$ cat src/rtl/rom_ram_decode.sv
module rom_ram_decode #(
  parameter int ADDR_W = 16,
  parameter int WIN_W  = 4,
  parameter int DEV_W  = 2,
  parameter int SEL_W  = 3,
  parameter int RAM_W  = 1
) (
  input  logic [ADDR_W-1:0]       addr,
  input  logic                    mreq_n,
  input  logic                    hi_rom_n,
  input  logic                    rom_on_n,
  output logic [(1<<SEL_W)-1:0]   rom_cs_n,
  output logic [(1<<RAM_W)-1:0]   ram_cs_n,
  output logic                    rom_sel
);
  localparam int DEC_N   = 1 << SEL_W;
  localparam int RAM_N   = 1 << RAM_W;
  localparam int DEV_LSB = ADDR_W - WIN_W - DEV_W;

  logic             win_hit;
  logic             dec_en;
  logic [SEL_W-1:0] dev_idx;
  logic [RAM_W-1:0] ram_idx;
  logic             unused_low;

  // each window bit must differ from the relocate level
  assign win_hit = &(addr[ADDR_W-1 -: WIN_W] ^ {WIN_W{hi_rom_n}});
  assign dec_en  = !mreq_n && rom_on_n && win_hit;
  assign dev_idx = {{(SEL_W-DEV_W){1'b0}}, addr[DEV_LSB +: DEV_W]};
  assign ram_idx = addr[ADDR_W-1 -: RAM_W];
  assign rom_sel = dec_en;
  assign unused_low = ^addr[DEV_LSB-1:0];

  for (genvar k = 0; k < DEC_N; k++) begin : g_rom
    assign rom_cs_n[k] = !(dec_en && (dev_idx == SEL_W'(k)));
  end

  for (genvar j = 0; j < RAM_N; j++) begin : g_ram
    assign ram_cs_n[j] = !(!mreq_n && !dec_en && (ram_idx == RAM_W'(j)));
  end
endmodule

$ cat config.mk
export PLATFORM = sky130hd
export DESIGN_NAME = rom_ram_decode
export DESIGN_NICKNAME = d
export VERILOG_FILES = /design/src/rtl/rom_ram_decode.sv
export SDC_FILE = /design/constraint.sdc
export NUM_CORES = 1
export LEC_CHECK = 0
export ABC_AREA = 1
export BUFFER_PORTS_ARGS = -buffer_cell sky130_fd_sc_hd__buf_2
export CAP_MARGIN = 20
export CORE_AREA = 2 2 39 41
export DETAILED_ROUTE_END_ITERATION = 10
export DIE_AREA = 0 0 41 43
export SLEW_MARGIN = 15
export SYNTH_ARGS = -nofsm -noshare
export SYNTH_HDL_FRONTEND = slang
export SYNTH_SLANG_ARGS = --single-unit
$ cat constraint.sdc
create_clock -name vclk -period 1.2
set_input_delay 0.12 -clock vclk [all_inputs]
set_output_delay 0.12 -clock vclk [all_outputs]
set_load 0.02 [all_outputs]
==> results by group, run 1 <==
GRT
  – GRT Total Usage: 0.0400
  – Pin count of the biggest net entering global routing: 6
  – Antenna violations before repair: 0
  – GRT overflow: 0
  – Vias in the first global route: 176
  – First-pass GRT wire length: 538 µm

Drt
  – First-pass iteration count of the detailed router: 3
  – Initial drt markers: 2
  – Drt wl/cell: 6.08 µm
  – Antenna Nets Post-Route: 0
  – Post-Route WL: 365 µm
  – Routed vias/inst: 3.48
  – # DRC: 0
  – Vias: 209

Placement
  – Post-DP HPWL: 363 µm
  – PortBufs: 16
  – GPL Wtd Cong: 0.553

Synth
  – Yosys top cell area share: 0.235
  – Mapped Area: 144 µm²
  – Seq/Total Area, Yosys: 0
  – Avg Cell Area, Syn: 4.96 µm²
  – Post-synth cell types: 8
  – Ys Warns: 0
  – Cell count after synthesis: 29
  – Most frequent cell after synthesis: inv_1
  – Synth top area cells: inv_1, buf_4, nand4_1, nand3_1, nand2_2
  – Yosys top cell by area: inv_1
  – Top cells by count, synth: inv_1, buf_4, nand3_1, nand4_1, nor2_1

Layout
  – # clk buffers: 0
  – Fin nets: 65
  – Area Overhead vs Synth: 56.5%
  – Layout cells sized above 1: 0.409
  – Seq cells: 0
  – FF+latch area: 0 µm²
  – Diodes inserted: 0
  – Final core utilization: 0.163

Worst setup path
  – Setup Crit Path Kind: input port to output pin
  – Worst Path Max Fanout: 5
  – Worst setup EP type: output pin
  – Largest delay share family, worst path: simple AND/OR/NAND/NOR gates
  – Buf/Inv on CP: 2
  – CP max stage delay: 0.16 ns
  – Crit start category: input port
  – Worst Path Arrival: 0.83 ns
  – Worst path cell trace: buf_2, nor2_1, nand3_1, nand2_2, nand2_2, nand3_1, buf_2
  – Slowest stage cell, crit path: buf_2
  – WP data required: 1.08 ns

Outcome
  – Status: completed

Floorplan
  – Ports: 30
  – Chip height: 43 µm
  – Die area: 1760 µm²
  – Die X-Extent: 41 µm
  – Core footprint: 1380 µm²
  – Initial core utilization: 0.104
  – Row count: 14

STA
  – Unrepaired setup endpoints after global routing: false
  – Slew Limit Fails: 0
  – FMAX: 1.05 GHz
  – Ratio of final minimum period to clock period: 0.792
  – Hold slack final: 0.568 ns
  – Final setup violation count: 0
  – Fin crit period: 0.951 ns
  – Setup TNS: 0 ns
  – Final hold viol count: 0

Clock network
  – Hold_buf cts: 0
  – Post-cts sizing count: 0
  – Post-CTS setup buffer count: 0

Power
  – Switch Pwr: 0.0382 mW
  – P_int: 0.0196 mW
  – Leak Pwr: 0.150 nW
  – Sequential share of power: 0
  – Logic pwr share: 1.000
  – Pwr Density: 256 nW/µm²
  – Peak VDD IR: 0.0461 mV
  – Clock share of power: 0
  – Sw frac: 0.661

Min path
  – Hold crit path type: input port to output pin

Job
  – Max-Cap Viols: 0
power by group through the flow:
stage / Clock (mW) / Sequential [mW] / Combinational (mW)
floorplan: 0 / 0 / 0.0437
global placement: 0 / 0 / 0.0572
detailed placement: 0 / 0 / 0.0583
CTS: 0 / 0 / 0.0584
global route: 0 / 0 / 0.0651
finish: 0 / 0 / 0.0577
cells in the final DEF (no fill, tap or decap):
| master | count |
|---|---|
| nand2_1 | 2 |
| nand4_1 | 4 |
| nor2_1 | 3 |
| nand2_2 | 2 |
| buf_2 | 16 |
| conb_1 | 4 |
| nand3_1 | 4 |
| inv_1 | 9 |
per-stage QoR:
stage	area (µm²)	cells	power (mW)	worst slack [ns]
after floorplan	155	32	0.0437	0.453
after global placement	225	60	0.0572	0.246
after detailed placement	225	60	0.0583	0.232
after CTS	225	60	0.0584	0.231
after global routing	225	60	0.0651	0.147
final	225	60	0.0577	0.249
layer usage:
metal | track usage | part of all wire | vias to the layer above
met5 | 0 | 0 | -
met4 | 0 | 0 | 0
met3 | 0 | 0.049 | 0
met2 | 0.103 | 0.64 | 4
met1 | 0.0222 | 0.31 | 94
li1 | - | - | 111
tightest hold or removal path: cells and delay by family:
family        cells  cell delay [ns]
simple gates      1             0.07
buf+inv           2             0.26
area by class of cell:
type,count,area (µm²)
Multi-Input combinational cell,19,91.3
Fill cell,172,1160
Timing Repair Buffer,16,80.1
Inverter,9,33.8
Tap cell,16,20.0
cells by family (layout without fill, tap and decap cells):
logic type | after synthesis | count (layout) | synth area share
other cells | 1 | 4 | 0.0261
simple gates | 15 | 15 | 0.530
buf+inv | 13 | 25 | 0.443
path summary, 6_finish.rpt:
path / from / endpoint / slack, ns / cells past startpoint
setup / recovery: addr[14] / ram_cs_n[0] / 0.25 / 7
hold / removal: addr[15] / ram_cs_n[1] / 0.57 / 3
Power figures use the tool's default switching activity.
==> run 2: changes to the inputs <==
--- a/config.mk
+++ b/config.mk
@@ -5,7 +5,7 @@
 export SDC_FILE = /design/constraint.sdc
 export NUM_CORES = 1
 export LEC_CHECK = 0
-export ABC_AREA = 1
+export ABC_AREA = 0
 export BUFFER_PORTS_ARGS = -buffer_cell sky130_fd_sc_hd__buf_2
 export CAP_MARGIN = 20
 export CORE_AREA = 2 2 39 41
==> constraint.sdc (replaced) <==
create_clock -name vclk -period 1
set_input_delay 0.1 -clock vclk [all_inputs]
set_output_delay 0.1 -clock vclk [all_outputs]
set_load 0.02 [all_outputs]
==> results by group, run 2 <==
Floorplan
  – Chip height: 43 µm
  – Initial core utilization: 0.102
  – Die X-Extent: 41 µm
  – Die area: 1760 µm²
  – Ports: 30
  – Core footprint: 1380 µm²
  – Row count: 14

Layout
  – FF+latch area: 0 µm²
  – Area Overhead vs Synth: 118%
  – Diodes inserted: 0
  – Final core utilization: 0.222
  – Most common cell after layout, fill and taps aside: buf_6
  – Fin nets: 56
  – Cell Count, Final, Fillers Out: 51
  – Most frequent cells in the layout: buf_6, buf_2, conb_1, buf_4, nand4b_1
  – # clk buffers: 0
  – Layout cells sized above 1: 0.629
  – Seq cells: 0

Synth
  – Yosys top cell area share: 0.212
  – Yosys top cell by area: buf_4
  – Ys Warns: 0
  – Top cells by count, synth: buf_4, nand4b_1
  – Most frequent cell after synthesis: buf_4
  – Synth top area cells: buf_4, nand4b_1, mux2_4, nor4b_2, and4b_1
  – Cell count after synthesis: 18
  – Post-synth cell types: 14
  – Mapped Area: 141 µm²
  – Seq/Total Area, Yosys: 0
  – Avg Cell Area, Syn: 7.85 µm²

GRT
  – First-pass GRT wire length: 607 µm
  – Pin count of the biggest net entering global routing: 6
  – Antenna violations before repair: 0
  – GRT overflow: 0
  – GRT Total Usage: 0.0450
  – Vias in the first global route: 169

STA
  – Final setup violation count: 5
  – Slew Limit Fails: 0
  – Fin crit period: 1.09 ns
  – Unrepaired setup endpoints after global routing: true
  – Final hold viol count: 0
  – Setup TNS: -0.352 ns
  – FMAX: 0.919 GHz
  – Ratio of final minimum period to clock period: 1.09
  – Final Worst Setup Slack: -0.0877 ns
  – Hold slack final: 0.531 ns

Placement
  – PortBufs: 16
  – Cells after DPL: 51
  – Post-DP HPWL: 337 µm
  – Dpl ws: -0.148 ns
  – GPL Wtd Cong: 0.637

Drt
  – First-pass iteration count of the detailed router: 2
  – Routed vias/inst: 3.90
  – Antenna Nets Post-Route: 0
  – Post-Route WL: 485 µm
  – # DRC: 0
  – Drt wl/cell: 9.51 µm
  – Initial drt markers: 1
  – Vias: 199

Worst setup path
  – Worst Path Max Fanout: 5
  – Crit start category: input port
  – WP data required: 0.90 ns
  – Worst setup EP type: output pin
  – Setup Crit Path Kind: input port to output pin
  – Worst Path Arrival: 0.99 ns

Clock network
  – Hold_buf cts: 0

Outcome
  – Status: complete, but fails checks
  – Failing checks: setup timing

Min path
  – Hold crit path type: input port to output pin

Power
  – Leak Pwr: 0.143 nW
  – Peak VDD IR: 0.109 mV
  – Pwr Density: 312 nW/µm²

Job
  – Max-Cap Viols: 0
==> run 2: cell count changes after synthesis, sizes merged <==
cell / previous run / this run
a211o: 0 / 1
and2: 0 / 1
and4b: 0 / 1
inv: 9 / 0
mux2: 0 / 1
nand2: 4 / 1
nand3: 4 / 1
nand3b: 0 / 1
nand4: 4 / 1
nand4b: 0 / 2
nor2: 3 / 1
nor2b: 0 / 1
nor4b: 0 / 1
==> run 2: layout make-up <==
cell class	instances	area, µm²
fill	158	1080
multi-input combinational	17	134
tap	16	20.0
timing repair buffer	18	154
==> run 2: worst max-delay path, cell delays in order <==
cell      delay, ns
buf_8          0.10
nor4b_4        0.28
mux2_4         0.22
nand4b_1       0.11
buf_4          0.18
==> run 2: path summary, 6_finish.rpt <==
check	start	end	slack (ns)	depth (start not counted)
worst max-delay path	addr[12]	rom_cs_n[2]	-0.09	5
worst min-delay path	mreq_n	ram_cs_n[0]	0.53	3
==> run 2: power by group <==
group | switching, mW | internal, mW | total, mW
Combinational | 0.0491 | 0.0469 | 0.0961
Clock | 0 | 0 | 0
Sequential | 0 | 0 | 0
==> run 2: logic make-up (layout without fill, tap and decap cells) <==
kind of cell / Yosys count / after routing / share of synthesized area
compound gates: 1 / 1 / 0.0620
other cells: 1 / 4 / 0.0265
simple gates: 11 / 11 / 0.593
mux: 1 / 1 / 0.106
buf+inv: 4 / 18 / 0.212
==> run 2: timing repair <==
action,in CTS,in global routing
gates resized for setup,7,11
pin swaps,2,5
setup buffers,1,1
endpoints found under the setup margin,6,7
==> run 2: stage by stage <==
step | power (mW) | cell area (µm²)
6_report | 0.0961 | 308
3_3_place_gp | 0.0729 | 238
2_1_floorplan | 0.0500 | 153
4_1_cts | 0.0865 | 282
5_1_grt | 0.104 | 308
3_5_place_dp | 0.0729 | 238
==> run 2: metal layers <==
metal / GRT usage / part of all wire / vias up / wire length, µm
li1: - / - / 94 / -
met5: 0 / 0 / - / 0
met1: 0.0633 / 0.37 / 88 / 181
met4: 0 / 0 / 0 / 0
met2: 0.0781 / 0.48 / 17 / 232
met3: 0 / 0.15 / 0 / 71
